===== config.mk =====
export PLATFORM = sky130hd
export DESIGN_NAME = cct_timer
export DESIGN_NICKNAME = d
export VERILOG_FILES = /design/src/rtl/cct_pkg.sv /design/src/rtl/cct_counter.sv /design/src/rtl/cct_capture.sv /design/src/rtl/cct_compare.sv /design/src/rtl/cct_timer.sv
export SDC_FILE = /design/constraint.sdc
export NUM_CORES = 1
export LEC_CHECK = 0
export ABC_AREA = 1
export CAP_MARGIN = 20
export CELL_PAD_IN_SITES_DETAIL_PLACEMENT = 1
export CELL_PAD_IN_SITES_GLOBAL_PLACEMENT = 2
export CORE_MARGIN = 2
export CORE_UTILIZATION = 40
export CTS_BUF_LIST = sky130_fd_sc_hd__clkbuf_2 sky130_fd_sc_hd__clkbuf_4 sky130_fd_sc_hd__clkbuf_8
export DETAILED_ROUTE_END_ITERATION = 8
export PLACE_DENSITY = 0.83
export SLEW_MARGIN = 20
export SYNTH_ARGS = -nofsm -noshare
export SYNTH_HDL_FRONTEND = slang
export SYNTH_SLANG_ARGS = --single-unit

===== constraint.sdc =====
create_clock -name clk -period 3.4 [get_ports clk]
set_input_delay 0.68 -clock clk [delete_from_list [all_inputs] [get_ports clk]]
set_output_delay 0.68 -clock clk [all_outputs]
set_load 0.05 [all_outputs]

===== src/rtl/cct_pkg.sv =====
package cct_pkg;
   localparam int unsigned BYTE_W = 8;
   localparam int unsigned CNT_W  = 2 * BYTE_W;

   typedef logic [BYTE_W-1:0] byte_t;
   typedef logic [CNT_W-1:0]  count_t;

   // register offsets whose placement other logic decodes
   localparam int unsigned OFS_CNT_HI   = 0;
   localparam int unsigned OFS_CNT_LO   = 1;
   localparam int unsigned OFS_EDGE     = 2;
   localparam int unsigned OFS_ACT      = 3;
   localparam int unsigned OFS_IEN      = 4;
   localparam int unsigned OFS_FLAG     = 5;
   localparam int unsigned OFS_CAP_BASE = 6;
endpackage


===== src/rtl/cct_counter.sv =====
module cct_counter
   import cct_pkg::*;
(
   input  logic   clk,
   input  logic   rst_n,
   input  logic   tick,
   input  logic   hi_rd,
   output count_t cnt,
   output byte_t  lo_buf,
   output logic   wrap_evt
);
   count_t cnt_q;
   byte_t  buf_q;

   always_ff @(posedge clk or negedge rst_n) begin
      if (!rst_n) begin
         cnt_q <= '0;
         buf_q <= '0;
      end else begin
         if (tick)  cnt_q <= cnt_q + 1'b1;
         if (hi_rd) buf_q <= cnt_q[BYTE_W-1:0];
      end
   end

   assign cnt      = cnt_q;
   assign lo_buf   = buf_q;
   assign wrap_evt = tick && (cnt_q == '1);

   // step by one on tick, hold otherwise
   a_r2_count_step: assert property (@(posedge clk) disable iff (!rst_n)
      tick |=> cnt_q == count_t'($past(cnt_q) + 1'b1));
   a_r2_count_hold: assert property (@(posedge clk) disable iff (!rst_n)
      !tick |=> $stable(cnt_q));
   // buffer keeps the low byte seen at the high-byte read
   a_r2_lo_buffer: assert property (@(posedge clk) disable iff (!rst_n)
      hi_rd |=> buf_q == $past(cnt_q[BYTE_W-1:0]));
endmodule


===== src/rtl/cct_capture.sv =====
module cct_capture
   import cct_pkg::*;
#(
   parameter int unsigned SYNC_EN = 0
)(
   input  logic   clk,
   input  logic   rst_n,
   input  logic   pin,
   input  logic   rise_sel,
   input  count_t cnt,
   input  logic   hi_rd,
   input  logic   lo_rd,
   output count_t val,
   output logic   evt
);
   logic   sampled;
   logic   prev_q;
   logic   blk_q;
   logic   edge_seen;
   count_t val_q;

   if (SYNC_EN != 0) begin : g_sync
      logic s1_q, s2_q;
      always_ff @(posedge clk or negedge rst_n) begin
         if (!rst_n) begin
            s1_q <= 1'b0;
            s2_q <= 1'b0;
         end else begin
            s1_q <= pin;
            s2_q <= s1_q;
         end
      end
      assign sampled = s2_q;
   end else begin : g_direct
      assign sampled = pin;
   end

   assign edge_seen = rise_sel ? (sampled & ~prev_q) : (~sampled & prev_q);
   // a high-byte read in this very cycle already locks the channel
   assign evt = edge_seen && !blk_q && !hi_rd;

   always_ff @(posedge clk or negedge rst_n) begin
      if (!rst_n) begin
         prev_q <= 1'b0;
         blk_q  <= 1'b0;
         val_q  <= '0;
      end else begin
         prev_q <= sampled;
         if (evt) val_q <= cnt;
         if (hi_rd)      blk_q <= 1'b1;
         else if (lo_rd) blk_q <= 1'b0;
      end
   end

   assign val = val_q;

   // a locked channel keeps its value
   a_r5_blocked_hold: assert property (@(posedge clk) disable iff (!rst_n)
      blk_q |=> $stable(val_q));
   // a capture stores the counter of the event cycle
   a_r3_capture_value: assert property (@(posedge clk) disable iff (!rst_n)
      evt |=> val_q == $past(cnt));
endmodule


===== src/rtl/cct_compare.sv =====
module cct_compare
   import cct_pkg::*;
(
   input  logic   clk,
   input  logic   rst_n,
   input  logic   tick,
   input  count_t cnt,
   input  logic   wr_hi,
   input  logic   wr_lo,
   input  byte_t  wdata,
   input  logic   load_mode,
   input  logic   level,
   output count_t val,
   output logic   pin,
   output logic   evt
);
   count_t val_q;
   logic   armed_q;
   logic   pin_q;

   assign evt = tick && armed_q && !wr_hi && (cnt == val_q);

   always_ff @(posedge clk or negedge rst_n) begin
      if (!rst_n) begin
         val_q   <= '0;
         armed_q <= 1'b0;
         pin_q   <= 1'b0;
      end else begin
         if (wr_hi) begin
            val_q[CNT_W-1:BYTE_W] <= wdata;
            armed_q               <= 1'b0;
         end else if (wr_lo) begin
            val_q[BYTE_W-1:0] <= wdata;
            armed_q           <= 1'b1;
         end
         if (evt) pin_q <= load_mode ? level : ~pin_q;
      end
   end

   assign val = val_q;
   assign pin = pin_q;

   // a disarmed channel never moves its pin
   a_r8_disarmed_quiet: assert property (@(posedge clk) disable iff (!rst_n)
      !armed_q |=> $stable(pin_q));
   // toggle action
   a_r6_toggle: assert property (@(posedge clk) disable iff (!rst_n)
      (evt && !load_mode) |=> pin_q != $past(pin_q));
   // level action
   a_r7_load_level: assert property (@(posedge clk) disable iff (!rst_n)
      (evt && load_mode) |=> pin_q == $past(level));
endmodule


===== src/rtl/cct_timer.sv =====
module cct_timer
   import cct_pkg::*;
#(
   parameter int unsigned N_CAP    = 2,
   parameter int unsigned N_CMP    = 2,
   parameter int unsigned ADDR_W   = 4,
   parameter int unsigned SYNC_CAP = 0
)(
   input  logic              clk,
   input  logic              rst_n,
   input  logic              tick,
   input  logic              bus_rd,
   input  logic              bus_wr,
   input  logic [ADDR_W-1:0] bus_addr,
   input  logic [BYTE_W-1:0] bus_wdata,
   output logic [BYTE_W-1:0] bus_rdata,
   input  logic [N_CAP-1:0]  cap_pin,
   output logic [N_CMP-1:0]  cmp_pin,
   output logic              irq
);
   localparam int unsigned CAP_BASE = OFS_CAP_BASE;
   localparam int unsigned CMP_BASE = CAP_BASE + 2 * N_CAP;
   localparam int unsigned REG_END  = CMP_BASE + 2 * N_CMP;
   localparam int unsigned NFLAG    = N_CAP + N_CMP + 1;
   localparam int unsigned WRAP_BIT = N_CAP + N_CMP;

   if (N_CAP < 1 || N_CMP < 1) begin : g_chk_count
      $error("cct_timer: at least one channel of each kind is required");
   end
   if (NFLAG > BYTE_W || 2 * N_CMP > BYTE_W) begin : g_chk_fit
      $error("cct_timer: channel count does not fit the byte-wide registers");
   end
   if ((1 << ADDR_W) < REG_END) begin : g_chk_addr
      $error("cct_timer: ADDR_W too narrow for the register map");
   end

   count_t cnt;
   byte_t  cnt_lo_buf;
   logic   wrap_evt;
   logic   cnt_hi_rd;

   logic wr_edge, wr_act, wr_ien, wr_flag;

   logic [N_CAP-1:0] edge_q;
   logic [N_CMP-1:0] act_q;
   logic [N_CMP-1:0] lvl_q;
   logic [NFLAG-1:0] ien_q;
   logic [NFLAG-1:0] flag_q;
   logic [NFLAG-1:0] flag_set;
   logic [NFLAG-1:0] flag_clr;

   count_t           cap_val [N_CAP];
   logic [N_CAP-1:0] cap_evt;
   count_t           cmp_val [N_CMP];
   logic [N_CMP-1:0] cmp_evt;

   assign cnt_hi_rd = bus_rd && (bus_addr == ADDR_W'(OFS_CNT_HI));
   assign wr_edge   = bus_wr && (bus_addr == ADDR_W'(OFS_EDGE));
   assign wr_act    = bus_wr && (bus_addr == ADDR_W'(OFS_ACT));
   assign wr_ien    = bus_wr && (bus_addr == ADDR_W'(OFS_IEN));
   assign wr_flag   = bus_wr && (bus_addr == ADDR_W'(OFS_FLAG));

   cct_counter u_cnt (
      .clk      (clk),
      .rst_n    (rst_n),
      .tick     (tick),
      .hi_rd    (cnt_hi_rd),
      .cnt      (cnt),
      .lo_buf   (cnt_lo_buf),
      .wrap_evt (wrap_evt)
   );

   for (genvar k = 0; k < N_CAP; k++) begin : g_cap
      logic hi_rd, lo_rd;
      assign hi_rd = bus_rd && (bus_addr == ADDR_W'(CAP_BASE + 2 * k));
      assign lo_rd = bus_rd && (bus_addr == ADDR_W'(CAP_BASE + 2 * k + 1));
      cct_capture #(.SYNC_EN(SYNC_CAP)) u_cap (
         .clk      (clk),
         .rst_n    (rst_n),
         .pin      (cap_pin[k]),
         .rise_sel (edge_q[k]),
         .cnt      (cnt),
         .hi_rd    (hi_rd),
         .lo_rd    (lo_rd),
         .val      (cap_val[k]),
         .evt      (cap_evt[k])
      );
   end

   for (genvar j = 0; j < N_CMP; j++) begin : g_cmp
      logic wr_hi, wr_lo;
      assign wr_hi = bus_wr && (bus_addr == ADDR_W'(CMP_BASE + 2 * j));
      assign wr_lo = bus_wr && (bus_addr == ADDR_W'(CMP_BASE + 2 * j + 1));
      cct_compare u_cmp (
         .clk       (clk),
         .rst_n     (rst_n),
         .tick      (tick),
         .cnt       (cnt),
         .wr_hi     (wr_hi),
         .wr_lo     (wr_lo),
         .wdata     (bus_wdata),
         .load_mode (act_q[j]),
         .level     (lvl_q[j]),
         .val       (cmp_val[j]),
         .pin       (cmp_pin[j]),
         .evt       (cmp_evt[j])
      );
   end

   assign flag_set = {wrap_evt, cmp_evt, cap_evt};
   assign flag_clr = wr_flag ? bus_wdata[NFLAG-1:0] : '0;

   always_ff @(posedge clk or negedge rst_n) begin
      if (!rst_n) begin
         edge_q <= '0;
         act_q  <= '0;
         lvl_q  <= '0;
         ien_q  <= '0;
         flag_q <= '0;
      end else begin
         if (wr_edge) edge_q <= bus_wdata[N_CAP-1:0];
         if (wr_act) begin
            act_q <= bus_wdata[N_CMP-1:0];
            lvl_q <= bus_wdata[2*N_CMP-1:N_CMP];
         end
         if (wr_ien) ien_q <= bus_wdata[NFLAG-1:0];
         // a new event outranks a clear in the same cycle
         flag_q <= (flag_q & ~flag_clr) | flag_set;
      end
   end

   assign irq = |(flag_q & ien_q);

   always_comb begin
      bus_rdata = '0;
      if (bus_addr == ADDR_W'(OFS_CNT_HI)) bus_rdata = cnt[CNT_W-1:BYTE_W];
      if (bus_addr == ADDR_W'(OFS_CNT_LO)) bus_rdata = cnt_lo_buf;
      if (bus_addr == ADDR_W'(OFS_EDGE))   bus_rdata = byte_t'(edge_q);
      if (bus_addr == ADDR_W'(OFS_ACT))    bus_rdata = byte_t'({lvl_q, act_q});
      if (bus_addr == ADDR_W'(OFS_IEN))    bus_rdata = byte_t'(ien_q);
      if (bus_addr == ADDR_W'(OFS_FLAG))   bus_rdata = byte_t'(flag_q);
      for (int k = 0; k < N_CAP; k++) begin
         if (bus_addr == ADDR_W'(CAP_BASE + 2 * k))     bus_rdata = cap_val[k][CNT_W-1:BYTE_W];
         if (bus_addr == ADDR_W'(CAP_BASE + 2 * k + 1)) bus_rdata = cap_val[k][BYTE_W-1:0];
      end
      for (int j = 0; j < N_CMP; j++) begin
         if (bus_addr == ADDR_W'(CMP_BASE + 2 * j))     bus_rdata = cmp_val[j][CNT_W-1:BYTE_W];
         if (bus_addr == ADDR_W'(CMP_BASE + 2 * j + 1)) bus_rdata = cmp_val[j][BYTE_W-1:0];
      end
   end

   for (genvar b = 0; b < NFLAG; b++) begin : g_flag_chk
      // an event always leaves its flag set
      a_r10_set_wins: assert property (@(posedge clk) disable iff (!rst_n)
         flag_set[b] |=> flag_q[b]);
      // write-one clears when no event competes
      a_r9_w1c: assert property (@(posedge clk) disable iff (!rst_n)
         (wr_flag && bus_wdata[b] && !flag_set[b]) |=> !flag_q[b]);
   end
endmodule


**Word level (Yosys, flattened, before mapping)**

Cells that the tools add are included.
W data, S select, Z words.

- Bits of input ports: 19
- Output and inout bits: 11
- Flip-flop bits (word level): 112

- Add/subtract/negate cells: 1
- Muxes and demuxes: 27
- Reduce and logical (&&, ||, !) cells: 38
- Eq/ne operators: 16
- Bitwise logic cells: 16

Operators with widths:

| operator | number |
|---|---|
| $mux W8 | 14 |
| $eq A16 B16 Y1 | 2 |
| $eq A4 B4 Y1 const B | 6 |
| $logic_and A1 B1 Y1 | 24 |
| $add A16 B1 Y16 const B | 1 |
| $eq A16 B16 Y1 const B | 1 |
| $eq A4 B3 Y1 const B | 4 |
| $mux W1 | 12 |
| $and A5 B5 Y5 | 2 |
| $eq A4 B2 Y1 const B | 2 |
| $not A1 Y1 | 8 |
| $reduce_bool A2 Y1 | 4 |
| $logic_not A1 Y1 | 6 |
| $mux W5 | 1 |
| $not A5 Y5 | 1 |
| $or A5 B5 Y5 | 1 |
| $reduce_or A5 Y1 | 1 |
| $and A1 B1 Y1 | 4 |
| $eq A4 B1 Y1 const B | 1 |
| $logic_not A4 Y1 | 1 |
| $reduce_and A2 Y1 | 2 |

**Logic depth before layout (Yosys ltp)**

- Depth after elaboration: 15
- Gate-level depth with buffers: 11

**Cells and area by module**

From an unflattened synthesis, not the netlist that was laid out.

- Cells, all modules: 927
- Area, all modules: 6468.7 sq um

By module, submodules not included:

| module | sequential area each (sq um) | times used | cells each | area an instance (sq um) |
|---|---|---|---|---|
| cct_compare | 450.4 | 2 | 175 | 1108.6 |
| cct_capture | 450.4 | 2 | 82 | 774.5 |
| cct_timer | 400.4 | 1 | 282 | 1525.2 |
| cct_counter | 600.6 | 1 | 131 | 1177.4 |

**Worst setup path after synthesis**

Ideal clock, no wire load.

- Kind: input port to output port
- Start point: input bus_addr[3]
- End point: output bus_rdata[1]
- Data required time: 2.720 ns
- Stages: 9
- Data arrival time: 2.073 ns
- Path slack: 0.647 ns
- Cell sequence: inv_1 -> nand2_1 -> nor2_2 -> inv_1 -> or2_0 -> nand2_1 -> nand4_1 -> nor2_1 -> nand4_1

- Longest elaborated chain between the ends: 15
- Elaborated cells between the ends (all ways): 28
- Those cells by class: eq/ne: 13; mux: 14; reduce/logical: 1

RTL lines:

| element | line | source |
|---|---|---|
| from (decl) | cct_timer.sv:14 | `input logic [ADDR_W-1:0] bus_addr,` |
| $logic_not A4 Y1 | cct_timer.sv:136 | `if (bus_addr == ADDR_W'(OFS_CNT_HI)) bus_rdata = cnt[CNT_W-1:BYTE_W];` |
| $mux W8 | cct_timer.sv:136 |  |
| $mux W8 | cct_timer.sv:137 | `if (bus_addr == ADDR_W'(OFS_CNT_LO)) bus_rdata = cnt_lo_buf;` |
| $mux W8 | cct_timer.sv:138 | `if (bus_addr == ADDR_W'(OFS_EDGE)) bus_rdata = byte_t'(edge_q);` |
| $mux W8 | cct_timer.sv:139 | `if (bus_addr == ADDR_W'(OFS_ACT)) bus_rdata = byte_t'({lvl_q, act_q});` |
| $mux W8 | cct_timer.sv:140 | `if (bus_addr == ADDR_W'(OFS_IEN)) bus_rdata = byte_t'(ien_q);` |
| $mux W8 | cct_timer.sv:141 | `if (bus_addr == ADDR_W'(OFS_FLAG)) bus_rdata = byte_t'(flag_q);` |
| $mux W8 | cct_timer.sv:143 | `if (bus_addr == ADDR_W'(CAP_BASE + 2 * k)) bus_rdata = cap_val[k][CNT_W-1:BYTE_W];` |
| $mux W8 | cct_timer.sv:144 | `if (bus_addr == ADDR_W'(CAP_BASE + 2 * k + 1)) bus_rdata = cap_val[k][BYTE_W-1:0];` |
| $mux W8 | cct_timer.sv:143 |  |
| $mux W8 | cct_timer.sv:144 |  |
| $mux W8 | cct_timer.sv:147 | `if (bus_addr == ADDR_W'(CMP_BASE + 2 * j)) bus_rdata = cmp_val[j][CNT_W-1:BYTE_W];` |
| $mux W8 | cct_timer.sv:148 | `if (bus_addr == ADDR_W'(CMP_BASE + 2 * j + 1)) bus_rdata = cmp_val[j][BYTE_W-1:0];` |
| $mux W8 | cct_timer.sv:147 |  |
| $mux W8 * | cct_timer.sv:148 |  |
| to (decl) | cct_timer.sv:16 | `output logic [BYTE_W-1:0] bus_rdata,` |

Every way passes the cells marked *; elsewhere a longest branch is shown, timed or not.

**Final worst setup path**

- Start point: input bus_addr[0]
- End point: output bus_rdata[2]

Same word-level chain as after synthesis.

==> results by group <==
Outcome
  – Status: completed

Job
  – Max_cap viols: 0

Critical path
  – R2R Setup Slk: 1.42 ns
  – CP Class: input port to output pin
  – Crit-path cells: dlygate4sd2_1 > inv_1 > nand2_1 > nor2_2 > buf_4 > a21oi_1 > nand3_1 > o21ai_0 > nand4_1 > nor2_1 > nand3_1 > buf_12
  – WP data required: 2.72 ns
  – Crit end category: output pin
  – Slowest-stage cell, CP: dlygate4sd2_1
  – Crit path largest cell delay: 0.32 ns
  – CP Launch Type: input port
  – Max FO, Critical Path: 7
  – Most common cell on crit path: nand3_1
  – Reg2reg start: u_cnt.cnt[6]$_DFFE_PN0P_
  – Critical path launch point: bus_addr[0]
  – Worst setup path endpoint: bus_rdata[2]
  – Reg2Reg Depth: 6
  – Critical Path AT: roughly 2.5 ns
  – Reg2reg end: flag_q[4]$_DFF_PN0_

Route
  – DR WL/cell: 19.1 µm
  – Antenna viol nets, final: 0
  – Vias: between 4000 and 5000
  – Drc violations: 0
  – DRT iter0 DRCs: around 200
  – Drt pass-1 iters: 4
  – Final WL: 17100 µm
  – Vias per std cell: between 5 and 6

Timing
  – Max Slew Vio Count: 0
  – Clock skew: 0.00856 ns
  – Max-slew headroom: 58.0%
  – Max Fclk: between 300 and 400 MHz
  – Crit path time final: 3.13 ns
  – Worst-margin pin slew: 0.630 ns
  – Final worst slack: 0.269 ns
  – Count of final setup violators: 0
  – RSZ-0062 raised after global routing: false
  – Final hold violations: 0
  – Fin crit share: 92.1%

Die
  – IO Pins: 30
  – Die ar.: 14700 µm²
  – Die Ht: 121 µm
  – CORE AREA: about 13000 µm²
  – Core Rows: 42
  – Initial Util: approximately 41%
  – Chip width: 121 µm

Cells and area
  – Area occupied by multi-input gates: around 2400 µm²
  – Area growth syn-to-layout: 15.5%
  – Filler cell count: 1679
  – FF/Latch Area: 2800 µm²
  – Nets: about 740
  – Antenna fix cells: 0
  – Final Util: between 40% and 50%
  – Fraction of layout cells with a size suffix above 1: 10.7%
  – Post-Layout Cell Count: 899

Synthesis
  – Count leader, synth: nand2_1
  – Synth top area share: 50.9%
  – Synth area leaders: dfrtp_1 51%, nand2_1 14%, o21ai_0 9.0%, xor2_1 4.1%, inv_1 3.7%
  – Yosys reg bits: 112
  – Mean area per synthesized cell: 8.11 µm²
  – Post-synth cell types: 32
  – Cell taking the most area after synthesis: dfrtp_1
  – Commonest cells post-synth: 202 x nand2_1, 112 x dfrtp_1, 99 x o21ai_0, 54 x inv_1, 45 x nor2_1
  – Synthesized instance count: 679
  – Net Count, Synth: 699
  – Synthesized cell area: 5510 µm²
  – YS warnings: 0
  – Sequential area share after synthesis: 50.9%
  – EDFF count, synth: 0
  – Async set-or-reset flop fraction in the synthesized netlist: 100%
  – Main flop type after synthesis: dfrtp_1

CTS
  – Num CTS Buffers: 9
  – Clock buffer depth: 2
  – H-Tree Depth: 3
  – CTS Hold Bufs: 0
  – Worst-path clk slew: 0.11 ns
  – TritonCTS Sinks: 112
  – Clk root buf: clkbuf_8
  – CTS tree: yes
  – Worst-Skew Late Latency: 0.38 ns

Global routing
  – Overflow after GRT: 0
  – GRT Total Usage: 24.7%
  – Vias in the first global route: ~5100
  – Antenna violations before repair: 0
  – Largest net degree at the start of global routing: 44
  – Global-route wire length before repair: around 28000 µm

Place
  – Place WS: -0.113 ns
  – Inst Count DP: 883
  – Number of buffers inserted by port buffering: 29
  – DP Wirelength: 12900 µm
  – RePlAce Congestion: 0.862

Hold path
  – HP Class: input port to async pin

Power
  – Peak supply drop: 0.000356 V
  – Leak Pwr: 3.01 nW
  – Power per cell area: roughly 620 nW/µm²
-- cell families after synthesis --
kind of cell               after synthesis  share of synthesized area, %
buffers and inverters                   77                          5.75
DFF                                    112                          50.9
and+or+nand+nor                        335                          26.6
xor gates and xnor gates                34                          5.41
adders and majority gates                1                         0.227
AOI/OAI and AO/OA                      120                          11.1
-- metrics by stage --
| step | TNS (ns) | total power, mW | hold slack, ns | instance area [µm²] |
|---|---|---|---|---|
| 5_1_grt | 0 | 4.22 | 0.319 | 6360 |
| 4_1_cts | 0 | 4.00 | 0.302 | 6340 |
| 2_1_floorplan | 0 | 2.70 | 0.384 | 5510 |
| 6_report | 0 | 3.97 | 0.287 | 6360 |
| 3_3_place_gp | -0.198 | 3.11 | 0.455 | 6140 |
| 3_5_place_dp | -0.166 | 3.19 | 0.469 | 6140 |
-- where the power goes --
group          switching [mW]  internal [mW]  leakage (nW)
clock                   0.476          0.328        0.0988
sequential              0.353           1.69          1.39
combinational           0.696          0.425          1.52
total                    1.53           2.45          3.01
-- flip-flops by register name (all words and copies together), names as in the netlist --
register / count
ien_q: 5
g_cap.u_cap.val: 32
lvl_q: 2
g_cmp.u_cmp.armed_q: 2
edge_q: 2
u_cnt.cnt: 16
g_cmp.u_cmp.val: 32
g_cap.u_cap.blk_q: 2
u_cnt.lo_buf: 8
act_q: 2
g_cmp.u_cmp.pin: 2
g_cap.u_cap.prev_q: 2
flag_q: 5
-- cell usage in the layout, fill, tap and decap left out, types with 12 or more instances in the layout --
master	instances
nand2_1	200
dfrtp_1	112
o21ai_0	99
inv_1	52
nor2_1	41
nand3_1	32
xor2_1	26
nand4_1	25
buf_4	20
clkdlybuf4s50_1	16
a21oi_1	14
clkbuf_8	12
-- how the worst min path moves through the flow --
stage	start	slack, ns	end
after CTS	rst_n	0.30	g_cap[0].u_cap.val[7]$_DFFE_PN0P_
after global routing	rst_n	0.32	g_cap[0].u_cap.val[7]$_DFFE_PN0P_
after detailed placement	g_cmp[1].u_cmp.armed_q$_DFFE_PN0P_	0.47	g_cmp[1].u_cmp.armed_q$_DFFE_PN0P_
after global placement	g_cmp[1].u_cmp.armed_q$_DFFE_PN0P_	0.45	g_cmp[1].u_cmp.armed_q$_DFFE_PN0P_
final	rst_n	0.29	g_cap[0].u_cap.val[7]$_DFFE_PN0P_
after floorplan	rst_n	0.38	act_q[0]$_DFFE_PN0P_
-- area by class of cell --
type	instances	area share, %
flip-flops and latches	112	44.0
clock buffers	12	2.59
repair buffers	48	8.12
multi-input cells	490	38.0
inverters	57	3.36
clock inverters	4	0.413
well taps	176	3.46
-- layer usage --
metal	share of wire [%]	up-vias	track usage (%)
li1	-	2279	-
met4	2.0	0	7.61
met5	0	-	0
met3	1.9	26	2.49
met2	49	55	41.4
met1	47	2412	33.9
-- repair_timing --
action | 4_1_cts | 5_1_grt
resized for setup | 7 | 8
setup endpoints to repair | 4 | 8
pin swaps | 0 | 1
endpoints found under the hold margin | 0 | 0
setup buffers | 0 | 0
-- worst max-delay path: cells and delay by family --
kind,cells,cell delay [ns]
compound gates,2,0.26
simple gates,6,0.75
buf+inv,4,0.77
Power figures use the tool's default switching activity.
